--- src/rtl/pwm_seq_pkg.sv ---
package pwm_seq_pkg;

  localparam int SAMPLE_W  = 8;
  localparam int SINE_LEN  = 32;
  localparam int SINE_AW   = $clog2(SINE_LEN);
  localparam int CHAN_CNT  = 3;

  typedef logic [SAMPLE_W-1:0] sample_t;
  typedef logic [SINE_AW-1:0]  sine_idx_t;

  typedef enum logic [1:0] {
    CH_SINE = 2'd0,
    CH_RAMP = 2'd1,
    CH_DC   = 2'd2
  } chan_e;

  // One full sine cycle, mid-scale 128, amplitude 127.
  function automatic sample_t sine_rom(input sine_idx_t idx);
    sample_t v;
    case (idx)
      5'd0:  v = 8'd128;
      5'd1:  v = 8'd153;
      5'd2:  v = 8'd177;
      5'd3:  v = 8'd199;
      5'd4:  v = 8'd218;
      5'd5:  v = 8'd234;
      5'd6:  v = 8'd245;
      5'd7:  v = 8'd253;
      5'd8:  v = 8'd255;
      5'd9:  v = 8'd253;
      5'd10: v = 8'd245;
      5'd11: v = 8'd234;
      5'd12: v = 8'd218;
      5'd13: v = 8'd199;
      5'd14: v = 8'd177;
      5'd15: v = 8'd153;
      5'd16: v = 8'd128;
      5'd17: v = 8'd103;
      5'd18: v = 8'd79;
      5'd19: v = 8'd57;
      5'd20: v = 8'd38;
      5'd21: v = 8'd22;
      5'd22: v = 8'd11;
      5'd23: v = 8'd3;
      5'd24: v = 8'd1;
      5'd25: v = 8'd3;
      5'd26: v = 8'd11;
      5'd27: v = 8'd22;
      5'd28: v = 8'd38;
      5'd29: v = 8'd57;
      5'd30: v = 8'd79;
      default: v = 8'd103;
    endcase
    return v;
  endfunction

endpackage

--- src/rtl/pwm_sine_walker.sv ---
module pwm_sine_walker
  import pwm_seq_pkg::*;
(
  input  logic    clk,
  input  logic    rst,
  input  logic    adv,
  output sample_t sample_q
);

  localparam sine_idx_t LAST_IDX = sine_idx_t'(SINE_LEN - 1);

  sine_idx_t ptr_q;

  // Registered ROM read: a synchronous read port suited to block RAM.
  always_ff @(posedge clk) begin
    if (rst) begin
      ptr_q    <= '0;
      sample_q <= '0;
    end else if (adv) begin
      sample_q <= sine_rom(ptr_q);
      ptr_q    <= (ptr_q == LAST_IDX) ? '0 : ptr_q + 1'b1;
    end
  end

endmodule

--- src/rtl/pwm_ramp_accum.sv ---
module pwm_ramp_accum #(
  parameter int W    = 8,
  parameter int STEP = 4
) (
  input  logic         clk,
  input  logic         rst,
  input  logic         adv,
  output logic [W-1:0] sample_q
);

  localparam logic [W-1:0] STEP_V = W'(STEP);

  logic [W-1:0] acc_q;

  // The W-bit sum wraps on its own once it passes full scale.
  always_ff @(posedge clk) begin
    if (rst) begin
      acc_q    <= '0;
      sample_q <= '0;
    end else if (adv) begin
      sample_q <= acc_q;
      acc_q    <= acc_q + STEP_V;
    end
  end

endmodule

--- src/rtl/pwm_dc_hold.sv ---
module pwm_dc_hold #(
  parameter int W = 8
) (
  input  logic         clk,
  input  logic         rst,
  input  logic         adv,
  input  logic [W-1:0] level_cfg,
  output logic [W-1:0] sample_q
);

  logic [W-1:0] level_q;

  always_ff @(posedge clk) begin
    if (rst) begin
      level_q  <= level_cfg;
      sample_q <= '0;
    end else if (adv) begin
      sample_q <= level_q;
    end
  end

endmodule

--- src/rtl/pwm_wave_seq.sv ---
module pwm_wave_seq
  import pwm_seq_pkg::*;
#(
  parameter int RAMP_STEP = 4
) (
  input  logic                clk,
  input  logic                rst,
  input  logic                period_tick,
  input  logic [SAMPLE_W-1:0] dc_level_cfg,
  output logic [SAMPLE_W-1:0] sine_cmp,
  output logic                sine_wr,
  output logic [SAMPLE_W-1:0] ramp_cmp,
  output logic                ramp_wr,
  output logic [SAMPLE_W-1:0] dc_cmp,
  output logic                dc_wr
);

  logic [CHAN_CNT-1:0] wr_q;

  // One registered strobe per channel, aligned with its sample register.
  for (genvar c = 0; c < CHAN_CNT; c++) begin : g_strobe
    always_ff @(posedge clk) begin
      if (rst) wr_q[c] <= 1'b0;
      else     wr_q[c] <= period_tick;
    end
  end

  pwm_sine_walker u_sine (
    .clk      (clk),
    .rst      (rst),
    .adv      (period_tick),
    .sample_q (sine_cmp)
  );

  pwm_ramp_accum #(.W(SAMPLE_W), .STEP(RAMP_STEP)) u_ramp (
    .clk      (clk),
    .rst      (rst),
    .adv      (period_tick),
    .sample_q (ramp_cmp)
  );

  pwm_dc_hold #(.W(SAMPLE_W)) u_dc (
    .clk       (clk),
    .rst       (rst),
    .adv       (period_tick),
    .level_cfg (dc_level_cfg),
    .sample_q  (dc_cmp)
  );

  assign sine_wr = wr_q[CH_SINE];
  assign ramp_wr = wr_q[CH_RAMP];
  assign dc_wr   = wr_q[CH_DC];

endmodule

--- config.mk ---
export PLATFORM = sky130hd
export DESIGN_NAME = pwm_wave_seq
export DESIGN_NICKNAME = d
export VERILOG_FILES = /design/src/rtl/pwm_seq_pkg.sv /design/src/rtl/pwm_sine_walker.sv /design/src/rtl/pwm_ramp_accum.sv /design/src/rtl/pwm_dc_hold.sv /design/src/rtl/pwm_wave_seq.sv
export SDC_FILE = /design/constraint.sdc
export NUM_CORES = 1
export LEC_CHECK = 0
export BUFFER_PORTS_ARGS = -buffer_cell sky130_fd_sc_hd__buf_2
export CAP_MARGIN = 10
export CORE_AREA = 2 2 65 67
export DETAILED_ROUTE_END_ITERATION = 7
export DIE_AREA = 0 0 67 69
export PLACE_DENSITY = 0.75
export SLEW_MARGIN = 20
export SYNTH_ARGS = -nofsm -noshare
export SYNTH_HDL_FRONTEND = slang
export SYNTH_SLANG_ARGS = --single-unit
--- constraint.sdc ---
create_clock -name clk -period 2.2 [get_ports clk]
set_input_delay 0.11 -clock clk [delete_from_list [all_inputs] [get_ports clk]]
set_output_delay 0.11 -clock clk [all_outputs]
set_load 0.005 [all_outputs]
* Yosys cells after proc, flatten, opt, wreduce, memory -nomap -nowiden
Memory sizes are Yosys's and may differ from the RTL's. A register that Yosys moved wholly into a read port is not among the register bits.
Cells that the tools add are included.
** Storage, ports and cells
- Register bits :: 38
- ROM bits :: 256
- Input port bits :: 11
- Output and inout bits :: 27
- Memories kept :: 1
** Memories
- (no name shown) :: depth 32, bits a word 8, rd ports 1, clocked after memory_dff 1, wr ports 0, line pwm_seq_pkg.sv:20 : case (idx)
** Cells by class
- Add/subtract/negate cells :: 2
- Eq/ne operators :: 1
- Mux-type cells :: 1
** Operators by type and width (count)
- 8-bit by 3-bit adder with 8-bit output, second input constant :: 1
- 5-bit by 1-bit adder with 5-bit output, second input constant :: 1
- 5-bit == test, second input constant :: 1
- 5-bit two-way mux :: 1

* Logic depth before layout (Yosys ltp)
Gate-level depths: netlist of run 1.
- Word-level depth :: 2
- Mapped depth :: 8

* Hierarchy
Synthesis of run 1 repeated with hierarchy kept, for this count alone.
** Unflattened totals
- Cells, all modules :: 199
- Area total of the unflattened synthesis :: 2001.9 um^2
** By module, submodules not included
- pwm_sine_walker :: instances 1, cells an instance 114, area an instance 958.4 um^2, seq. area each 260.2 um^2
- pwm_dc_hold :: instances 1, cells an instance 34, area an instance 525.5 um^2, seq. area each 400.4 um^2
- pwm_ramp_accum :: instances 1, cells an instance 47, area an instance 469.2 um^2, seq. area each 240.2 um^2
- pwm_wave_seq :: instances 1, cells an instance 4, area an instance 48.8 um^2, seq. area each 20.0 um^2

* Worst setup path after synthesis of run 1
Ideal clock, no wire load.
- Path kind :: reg2reg
- Start point :: register u_sine.ptr_q[0]
- End point :: register u_sine.sample_q[3]
- Data arrival time :: 1.747 ns
- Required time :: 2.133 ns
- Slack :: 0.386 ns
- Stages on the path, launching flop included :: 8
- Clock period less this slack :: 1.814 ns
- Path through :: dfxtp_1 -> buf_2 -> inv_1 -> ha_1 -> mux2i_1 -> mux2_2 -> a211o_1 -> a21oi_2
** RTL lines
- from (decl) :: line pwm_sine_walker.sv:12 : sine_idx_t ptr_q;
- from (signal assigned) :: line pwm_sine_walker.sv:21 : ptr_q <= (ptr_q == LAST_IDX) ? '0 : ptr_q + 1'b1;
- to (decl) :: line pwm_sine_walker.sv:7 : output sample_t sample_q

==> impl_results.md, run 1 <==
- Outcome: finished, final reports clean
- Reg power frac: 0.549
- Post-Synthesis Cells: 206
- Crit path arrival time: 2.17 ns
- Crit-path slowest cell: dfxtp_1
- Skew-Pair Late Insertion Delay: 0.29 ns
- Pwr/cell area: 651 mW/mm^2
- Gr usage total: 0.178
- Port bufs: 35
- Final setup violation count: 0
- Seq/Total Area, Yosys: 0.454
- Worst r2r src: u_sine.ptr_q[0]
- Die area: approximately 0.0046 sq mm
- Initial DRC Count: 77
- Synth top area share: 0.336
- Starting Density: 0.518
- WP depth: 6
- GRT overflow: 0
- RSZ-0062 raised after global routing: false
- CTS tree: built
- Top area cells in the synthesized netlist: dfxtp_1 34%, edfxtp_1 12%, mux2i_1 10%
- Crit path launch type: flop
- Hold Path Class: primary input to flop
- P_int: 1.14 mW
- Gate power share: 0.123
- Post-DR wirelength/cell: 12.7 um
- # diodes: 0
- IO Count: 38
- Synth Warn #: 0
- Max_slew headroom: 0.568
- GPL Wtd Cong: 0.909
- Post-DP Area: 0.00219 sq mm
- Crit path cell chain: inv_1, ha_1, mux2i_1, mux2_2, a211o_1, a21oi_2
- Clock power share: 0.328
- Category of the most critical setup path: flop to flop
- Nets: 265
- DRT Pass-1 Iters: 4
- Number of synthesized flops with an enable pin: 8
- Yosys cell types: 47
- Pins Over Slew Limit: 0
- VDD IR max: 0.000490 V
- Worst path bufs/invs: 1
- Longest Clk Path Bufs: 2
- Number of global-route vias before repair: 1,397
- Worst r2r path cells: 6
- CTS clk-pin slew, worst paths: approximately 0.08 ns
- Post-Layout Cell Count: 294
- Flops & latches, synth: 42
- Worst hold slack: ~0.22 ns
- Tmin final: 1.94 ns
- CP peak stage delay: 0.49 ns
- Die width: 67 um
- Total wire length: 3740 um
- Min-Delay Startpoint: period_tick
- Via count: 1,525
- Post-synthesis async set-or-reset flop share: 0
- Setup Skew: 0.00315 ns
- Final Hold Vio Count: 0
- P_sw: 398 uW
- # rows: 23
- Core area: 0.00391 sq mm
- Max Cap Violations: 0
- Sink Count: 42
- Initial antenna violation count: 0
- FF-to-FF End: u_sine.sample_q[3]
- Post-route ant nets: 0
- CP Capture Type: flop
- Vias per inst: between 5 and 6
- Synth area leader: dfxtp_1
- Synth Cell Area: between 0.002 and 0.0025 sq mm
- DPL Wire Length: about 2500 um
- Post-CTS setup buffers: 0
- Critical path peak fanout: 9
- # DRC: 0
- Pin count of the biggest net entering global routing: 26
- Global-route wire length before repair: 6420 um
- CTS Buf Count: 5
- Fin crit share: 0.884
- H-tree depth: 2
- Sw frac: 0.258
- P&R area growth vs syn: 16.7%
- Cells after DPL: 278
- Fin area: 0.00237 sq mm
- Crit path to: u_sine.sample_q[3]
- Syn Area/Cell: between 9 and 10 sq um
- Least-Margin Pin Slew: 0.632 ns
- Share of cells above drive strength 1: 0.225
- Die Span Y: 69 um
- R2r setup slk: 0.26 ns
- Max frequency: between 0.5 and 0.6 GHz
- LEAKAGE: 1.03 nW
- Main synth FF type: dfxtp_1
- Fillers: approximately 350
- CP delay by family, top: flip-flops
- Setup TNS: 0 ns
- Critical Path RT: 2.43 ns
- Root buf cell: clkbuf_8
- CP startpoint: u_sine.ptr_q[0]
- Total power: approximately 1.5 mW
## stage by stage
| stage | utilization | setup slack (ns) |
|---|---|---|
| 2_1_floorplan | - | 0.386 |
| 3_3_place_gp | 0.560 | 0.394 |
| 3_5_place_dp | 0.560 | 0.305 |
| 4_1_cts | 0.605 | 0.277 |
| 5_1_grt | 0.605 | 0.146 |
| 6_report | 0.605 | 0.255 |
## cells by family after synthesis
group / after synthesis / share of synthesized area
AND/OR/NAND/NOR: 65 / 0.156
flip-flops: 42 / 0.454
AO/OA/AOI/OAI: 34 / 0.119
buffers and inverters: 27 / 0.0741
multiplexers: 22 / 0.109
adder cells (fa/ha/maj): 11 / 0.0679
XOR/XNOR: 4 / 0.0173
other: 1 / 0.00185
## sequential cells by signal (all words and copies together) (netlist names)
name,cells
dc_wr,1
u_ramp.sample_q,6
u_sine.sample_q,8
u_ramp.acc_q,6
u_dc.level_q,8
u_dc.sample_q,8
u_sine.ptr_q,5
## power by group through the flow
stage / Combinational [mW] / Clock [mW] / Sequential, mW
finish: 0.190 / 0.505 / 0.846
global route: 0.213 / 0.558 / 0.852
CTS: 0.189 / 0.525 / 0.846
detailed placement: 0.178 / 0 / 0.864
global placement: 0.175 / 0 / 0.863
floorplan: 0.121 / 0 / 0.864
## cells in the mapped netlist (2+ instances only)
| cell type | instances |
|---|---|
| mux2i_1 | 21 |
| ha_1 | 11 |
| o21ai_0 | 4 |
| buf_6 | 3 |
| nand2b_1 | 5 |
| nor2_1 | 32 |
| inv_1 | 6 |
| nor3b_1 | 2 |
| a21oi_1 | 7 |
| clkbuf_1 | 5 |
| and3_1 | 2 |
| nand4_1 | 2 |
| buf_2 | 9 |
| buf_4 | 4 |
| nand2_1 | 8 |
| o211ai_1 | 2 |
| edfxtp_1 | 8 |
| a211oi_1 | 4 |
| a2111oi_0 | 2 |
| xor2_1 | 3 |
| nand3_1 | 2 |
| nor3_1 | 2 |
| nor2b_1 | 5 |
| dfxtp_1 | 34 |
## routing by layer
metal / track usage / wire length, um / vias up
met2: 0.287 / 1810 / 43
met3: 0.0489 / 175 / 2
met5: 0 / 0 / -
li1: - / - / 781
met1: 0.228 / 1740 / 699
met4: 0.0544 / 19 / 0
## cells in the final DEF, fill, tap and decap left out, types with 2 or more instances in the layout
cell type	n
buf_4	7
nand2b_1	5
nand2_1	8
edfxtp_1	8
nor2b_1	5
dlygate4sd3_1	8
a2111oi_0	2
o211ai_1	2
and3_1	2
nand4_1	2
a211oi_1	4
nor2_1	32
xor2_1	3
inv_1	6
clkbuf_8	5
nor3_1	2
o21ai_0	4
clkinvlp_4	2
a21oi_1	7
ha_1	11
conb_1	2
mux2i_1	21
dfxtp_1	34
nor3b_1	2
nand3_1	2
buf_2	35
## worst min-delay path by stage
| stage | slack, ns | to | depth (start not counted) |
|---|---|---|---|
| final | 0.22 | u_sine.sample_q[1] | 2 |
| after global routing | 0.26 | u_sine.sample_q[1] | 2 |
| after CTS | 0.22 | u_sine.sample_q[1] | 2 |
| after detailed placement | 0.29 | u_dc.level_q[2] | 1 |
| after global placement | 0.29 | u_dc.level_q[1] | 1 |
| after floorplan | 0.21 | u_dc.level_q[0] | 0 |
## cell type report
type	instances	area (sq um)	area share
multi-input cells	138	960	0.406
flip-flops and latches	42	921	0.389
repair buffers	50	308	0.130
clock buffers	5	68.8	0.0291
well taps	50	62.6	0.0264
clock inverters	3	23.8	0.0100
inverters	6	22.5	0.00952
## what timing repair did
action | 4_1_cts | 5_1_grt
gates resized for setup | 0 | 0
hold buffers | 8 | 0
hold endpoints to repair | 8 | 0
No activity file was read; power rests on OpenSTA's default activity.
==> run 2, diff against run 1 <==
--- a/config.mk
+++ b/config.mk
@@ -11,6 +11,7 @@
 export DETAILED_ROUTE_END_ITERATION = 7
 export DIE_AREA = 0 0 67 69
 export PLACE_DENSITY = 0.75
+export SETUP_SLACK_MARGIN = 0.4
 export SLEW_MARGIN = 20
 export SYNTH_ARGS = -nofsm -noshare
 export SYNTH_HDL_FRONTEND = slang
==> impl_results.md, run 2 (synthesis gave the netlist of run 1 again) <==
- Tmin final: 1.73 ns (-0.217 ns)
- Fin crit share: 0.785 (-0.0988)
- Setup TNS: 0 ns (unchanged)
- Pin count of the biggest net entering global routing: 42 (+62%)
- CTS Buf Count: 5 (unchanged)
- Fillers: 335 (-4.6%)
- Share of cells above drive strength 1: 0.250 (+0.0246)
- # diodes: 0 (unchanged)
- R2r setup slk: 0.47 ns (+0.22 ns)
- Total wire length: 4090 um (+9.2%)
- Starting Density: 0.518 (unchanged)
- Initial DRC Count: 68 (-12%)
- Critical path peak fanout: 12 (+3)
- Die area: 0.00462 sq mm (unchanged)
- IO Count: 38 (unchanged)
- Dpl ws: 0.277 ns (-0.0286 ns)
- Outcome: finished, final reports clean
- Commonest non-fill, non-tap cells in the layout: 35 x buf_2, 32 x nor2_1, 31 x dfxtp_1
- Crit path arrival time: 1.96 ns (-0.21 ns)
- VDD IR max: 0.000418 V (-15%)
- Core area: 0.00391 sq mm (unchanged)
- Crit path cell chain: inv_1, ha_4, mux2i_1, mux2_2, a211o_1, a21oi_2
- Nets: 265 (unchanged)
- GRT overflow: 0 (unchanged)
- Die width: 67 um (unchanged)
- Crit-path slowest cell: dfxtp_4
- Critical Path RT: 2.43 ns (about the same)
- # DRC: 0 (unchanged)
- Category of the most critical setup path: flop to flop
- FF/Latch Area: 927 sq um (+0.68%)
- CTS clk-pin slew, worst paths: 0.08 ns (about the same)
- # rows: 23 (unchanged)
- Max Cap Violations: 0 (unchanged)
- CP Capture Type: flop
- Post-route ant nets: 0 (unchanged)
- Final setup violation count: 0 (unchanged)
- Pwr/cell area: 733 mW/mm^2 (+13%)
- DRT Pass-1 Iters: 4 (unchanged)
- Max frequency: 0.579 GHz (+13%)
- Port bufs: 35 (unchanged)
- Max_slew headroom: 0.557 (-0.0101)
- P&R area growth vs syn: 20.4%
- RSZ-0062 raised after global routing: false
- Post-Layout Cell Count: 294 (unchanged)
- Longest Clk Path Bufs: 2 (unchanged)
- Global-route wire length before repair: 6830 um (+6.5%)
- Initial antenna violation count: 0 (unchanged)
- Skew-Pair Late Insertion Delay: 0.29 ns (about the same)
- Root buf cell: clkbuf_8
- LEAKAGE: 1.05 nW (+2.7%)
- Util after Layout: 0.623 (+0.0189)
- Post-DR wirelength/cell: 13.9 um (+9.2%)
- PnR worst setup slack: 0.473 ns (+0.217 ns)
- Number of global-route vias before repair: 1,451 (+3.9%)
- GPL Wtd Cong: 0.908 (about the same)
- Most common cell after layout, fill and taps aside: buf_2
- Vias per inst: 5.30 (+2.2%)
- Least-Margin Pin Slew: 0.663 ns (+0.0306 ns)
- CP delay by family, top: compound AO/OA/AOI/OAI gates
- DPL Wire Length: 2540 um (+2.9%)
- Crit path launch type: flop
- Worst path bufs/invs: 1 (unchanged)
- Cells after DPL: 277 (-0.36%)
- Gr usage total: 0.188 (+0.0108)
- Die Span Y: 69 um (unchanged)
- H-tree depth: 2 (unchanged)
- Multi-input logic area: 977 sq um (+1.8%)
- Via count: 1,559 (+2.2%)
- Sink Count: 42 (unchanged)
- Hold Path Class: primary input to flop
- CP peak stage delay: 0.42 ns (-0.07 ns)
- Biggest regs: u_dc.level_q (8), u_dc.sample_q (8), u_sine.sample_q (8)
- Setup Skew: 0.00139 ns (-0.00176 ns)
- Total power: 1.79 mW (+16%)
- CTS tree: built
- Final Hold Vio Count: 0 (unchanged)
- Pins Over Slew Limit: 0 (unchanged)
## run 2: where the power goes
| part | switching [mW] | internal, mW |
|---|---|---|
| clock network | 0.262 | 0.484 |
| logic | 0.0977 | 0.0953 |
| registers | 0.0253 | 0.824 |
## run 2: metrics by stage
stage	instance area (sq um)	hold WS, ns
finish	2440	0.153
global route	2440	0.173
CTS	2410	0.00280
detailed placement	2200	0.289
global placement	2200	0.286
floorplan	2040	0.209
## run 2: layout make-up
cell class | instances | share of cell area
multi-input cells | 138 | 0.401
flip-flops and latches | 42 | 0.380
repair buffers | 50 | 0.126
clock buffers | 6 | 0.0338
well taps | 50 | 0.0256
clock inverters | 2 | 0.0246
inverters | 6 | 0.00923
## run 2: repair_timing
item,4_1_cts,5_1_grt
hold buffers,7,1
endpoints found under the setup margin,4,2
gates resized for setup,2,4
buffers inserted,0,1
endpoints found under the hold margin,7,1
cloned,0,0
## run 2: path summary, 6_finish.rpt
check | startpoint | endpoint | cells past startpoint
max | u_sine.ptr_q[1] | u_sine.sample_q[3] | 6
min | rst | dc_wr | 3
min reg2reg | u_sine.sample_q[3] | u_sine.sample_q[3] | 2
max reg2reg | u_sine.ptr_q[1] | u_sine.sample_q[3] | 6
## run 2: metal layers
layer | wire length, um | vias to the layer above | GRT usage
li1 | - | 781 | -
met1 | 1860 | 726 | 0.255
met2 | 1980 | 43 | 0.296
met3 | 173 | 9 | 0.0392
met4 | 73 | 0 | 0.0635
met5 | 0 | - | 0
## run 2: worst reg2reg max path: stages, from the launching register on
cell     delay (ns)
dfxtp_4        0.42
inv_1          0.15
ha_4           0.33
mux2i_1        0.07
mux2_2         0.26
a211o_1        0.30
a21oi_2        0.13
==> run 3, diff against run 2 <==
--- a/config.mk
+++ b/config.mk
@@ -5,12 +5,13 @@
 export SDC_FILE = /design/constraint.sdc
 export NUM_CORES = 1
 export LEC_CHECK = 0
+export ABC_AREA = 1
 export BUFFER_PORTS_ARGS = -buffer_cell sky130_fd_sc_hd__buf_2
 export CAP_MARGIN = 10
-export CORE_AREA = 2 2 65 67
+export CORE_AREA = 2 2 68 70
 export DETAILED_ROUTE_END_ITERATION = 7
-export DIE_AREA = 0 0 67 69
-export PLACE_DENSITY = 0.75
+export DIE_AREA = 0 0 70 72
+export PLACE_DENSITY = 0.72
 export SETUP_SLACK_MARGIN = 0.4
 export SLEW_MARGIN = 20
 export SYNTH_ARGS = -nofsm -noshare
==> constraint.sdc (replaced) <==
create_clock -name clk -period 1.5 [get_ports clk]
set_input_delay 0.075 -clock clk [delete_from_list [all_inputs] [get_ports clk]]
set_output_delay 0.075 -clock clk [all_outputs]
set_load 0.005 [all_outputs]
==> impl_results.md, run 3 <==
- Outcome: finished, final reports clean
- Crit-path slowest cell: dfxtp_4
- # diodes: 0 (unchanged)
- Critical path peak fanout: 8 (-4)
- RSZ-0062 raised after global routing: true
- Die area: 0.00504 sq mm (+9.0%)
- CP peak stage delay: 0.42 ns (about the same)
- Adder-cell share of the synthesized area: 0.0681 (+0.000168)
- Core area: 0.00426 sq mm (+9.0%)
- Post-Layout Cell Count: 353 (+20%)
- Longest Clk Path Bufs: 2 (unchanged)
- Routing usage on met1: 0.236 (-0.0190)
- PnR worst setup slack: 0.186 ns (-0.287 ns)
- Fraction of synthesized area in multiplexers: 0 (-0.109)
- VDD IR max: 0.000619 V (+48%)
- Gr usage total: 0.178 (-0.0109)
- Post-DR wirelength/cell: 12.3 um (-12%)
- Fillers: 378 (+13%)
- Sink Count: 42 (unchanged)
- Flops & latches, synth: 42 (unchanged)
- Final Hold Vio Count: 0 (unchanged)
- Synth top area share: 0.337 (+0.000831)
- Gate power share: 0.145 (+0.037)
- Dpl ws: 0.119 ns (-0.157 ns)
- Synth cell count leaders: 56 x nand2_1, 34 x dfxtp_1, 28 x nor2_1
- CP delay by family, top: flip-flops
- GPL Wtd Cong: 0.888 (-2.2%)
- Via count: 1,752 (+12%)
- Most common cell after layout, fill and taps aside: nand2_1
- Synth Area in XOR/XNOR: 0 (-0.0173)
- Clock power share: 0.349 (-0.068)
- # DRC: 0 (unchanged)
- P_int: 1.88 mW (+34%)
- Pwr/cell area: 969 mW/mm^2 (+32%)
- Global route hottest layer: met2
- Number of global-route vias before repair: 1,605 (+11%)
- Synth area leader: dfxtp_1
- Root buf cell: clkbuf_8
- R2r setup slk: 0.19 ns (-0.29 ns)
- Pins Over Slew Limit: 0 (unchanged)
- Setup TNS: 0 ns (unchanged)
- Yosys cell types: 31 (-34%)
- LEAKAGE: 1.14 nW (+8.4%)
- DPL Wire Length: 2810 um (+11%)
- H-tree depth: 2 (unchanged)
- Max Cap Violations: 0 (unchanged)
- Synth Warn #: 0 (unchanged)
- Crit path launch type: flop
- Vias per inst: 4.96 (-6.4%)
- Largest family of logic cells by synthesized area: simple AND/OR/NAND/NOR gates
- Tmin final: 1.31 ns (-0.413 ns)
- Die width: 70 um (+4.5%)
- Initial antenna violation count: 0 (unchanged)
- Grt met2 use: 0.281 (-0.0144)
- CTS Buf Count: 5 (unchanged)
- Hold Path Class: primary input to flop
- Commonest non-fill, non-tap cells in the layout: 53 x nand2_1, 35 x buf_2, 30 x dfxtp_1
- CTS tree: built
- Crit path arrival time: 1.54 ns (-0.42 ns)
- # rows: 24 (+4.3%)
- Synth Cell Area: 0.00202 sq mm (-0.25%)
- Complex-gate fraction of the synthesized area: 0.123 (+0.00401)
- Skew-Pair Late Insertion Delay: 0.29 ns (about the same)
- Sw frac: 0.246 (+0.0302)
- GRT overflow: 0 (unchanged)
- Worst path most repeated cell: nand3_2
- Die Span Y: 72 um (+4.3%)
- Cells after DPL: 333 (+20%)
- Routing usage on met3: 0.0333 (-0.00582)
- P&R area growth vs syn: 26.9%
- Biggest regs: u_dc.level_q (8), u_dc.sample_q (8), u_sine.sample_q (8)
- Nets: 322 (+22%)
- Pin count of the biggest net entering global routing: 25 (-40%)
- IO Count: 38 (unchanged)
- Global-route wire length before repair: 7130 um (+4.4%)
- Post-route ant nets: 0 (unchanged)
- Total wire length: 4340 um (+6.2%)
- Share of cells above drive strength 1: 0.329 (+0.0789)
- Port bufs: 35 (unchanged)
- Cell with the most instances after synthesis: nand2_1
- Main synth FF type: dfxtp_1
- Number of synthesized flops with an enable pin: 8 (unchanged)
- Post-Synth Simple-Gate Area: 0.254 (+0.0975)
- Util after Layout: 0.602 (-0.0219)
- Critical Path RT: 1.72 ns (-0.71 ns)
- Syn Area/Cell: 7.96 sq um (-19%)
- Worst path bufs/invs: 2 (+1)
- Starting Density: 0.474 (-0.0437)
- Post-DP Area: 0.00225 sq mm (+2.5%)
- Top area cells in the synthesized netlist: dfxtp_1 34%, edfxtp_1 12%, nand2_1 10%
- P_sw: 611 uW (+58%)
- CTS clk-pin slew, worst paths: 0.07 ns (about the same)
- Fin area: 0.00256 sq mm (+5.1%)
- Max frequency: 0.761 GHz (+31%)
- Setup Skew: 0.00360 ns (+0.00221 ns)
- Crit path cell chain: inv_4, ha_4, inv_2, nand2_2, nand3_2, nand3_2, nand3_2, a21oi_2
- Reg power frac: 0.506 (+0.031)
- Seq/Total Area, Yosys: 0.455 (+0.00112)
- Category of the most critical setup path: flop to flop
- Final setup violation count: 0 (unchanged)
- Post-synthesis async set-or-reset flop share: 0 (unchanged)
- DRT Pass-1 Iters: 4 (unchanged)
- Fin crit share: 0.876 (+0.0911)
- Initial DRC Count: 77 (+13%)
- Post-Synthesis Cells: 254 (+23%)
- CP Capture Type: flop
[run 3: cell count changes in the layout (fill, tap and decap cells not counted), sizes merged, moves of 5 or more]
cell	delta
nand2	+52
mux2i	-21
nand3	+19
a21oi	+14
o21ai	+14
inv	+13
buf	+7
nand2b	-5
nor2b	-5
[run 3: worst paths after layout]
kind / startpoint / end / cells after the start
setup / recovery: u_sine.ptr_q[0] / u_sine.sample_q[2] / 8
hold reg to reg: u_sine.sample_q[0] / u_sine.sample_q[0] / 2
hold / removal: period_tick / u_sine.sample_q[1] / 2
setup reg to reg: u_sine.ptr_q[0] / u_sine.sample_q[2] / 8
[run 3: power by group through the flow]
stage / registers, mW / logic, mW / clock network (mW)
after floorplan: 1.28 / 0.215 / 0
after CTS: 1.26 / 0.348 / 0.886
after global routing: 1.27 / 0.403 / 0.921
after detailed placement: 1.29 / 0.309 / 0
final: 1.26 / 0.360 / 0.867
after global placement: 1.28 / 0.308 / 0
[run 3: per-stage QoR]
stage / power [mW] / hold slack, ns
3_5_place_dp: 1.59 / 0.254
2_1_floorplan: 1.50 / 0.153
6_report: 2.49 / 0.159
4_1_cts: 2.49 / 0.161
3_3_place_gp: 1.59 / 0.252
5_1_grt: 2.59 / 0.189
[run 3: cells by family after synthesis]
| logic type | after synthesis |
|---|---|
| other cells | 1 |
| compound gates | 45 |
| simple gates | 117 |
| flops | 42 |
| buf+inv | 38 |
| fa+ha+maj | 11 |
[run 3: what timing repair did]
action                                 CTS  global route
hold buffers                             8             0
endpoints found under the hold margin    8             0
setup endpoints to repair               12            13
setup buffers                            4             0
gates resized for setup                 14             9
pin swaps                                3             3
[run 3: metal layers]
layer,share of wire,wire [um]
met1,0.50,2150
met2,0.45,1970
met3,0.037,162
met4,0.012,53
met5,0,0
[run 3: layout make-up]
cell class	instances	area (sq um)	area share
clock buffers	6	72.6	0.0283
clock inverters	2	37.5	0.0146
inverters	19	78.8	0.0307
multi-input cells	175	1020	0.396
flip-flops and latches	42	931	0.363
well taps	52	65.1	0.0254
repair buffers	57	364	0.142
[run 3: worst register-to-register path, stage by stage, from the launching register on]
cell     delay, ns
dfxtp_4       0.42
inv_4         0.09
ha_4          0.31
inv_2         0.04
nand2_2       0.08
nand3_2       0.08
nand3_2       0.07
nand3_2       0.07
a21oi_2       0.11
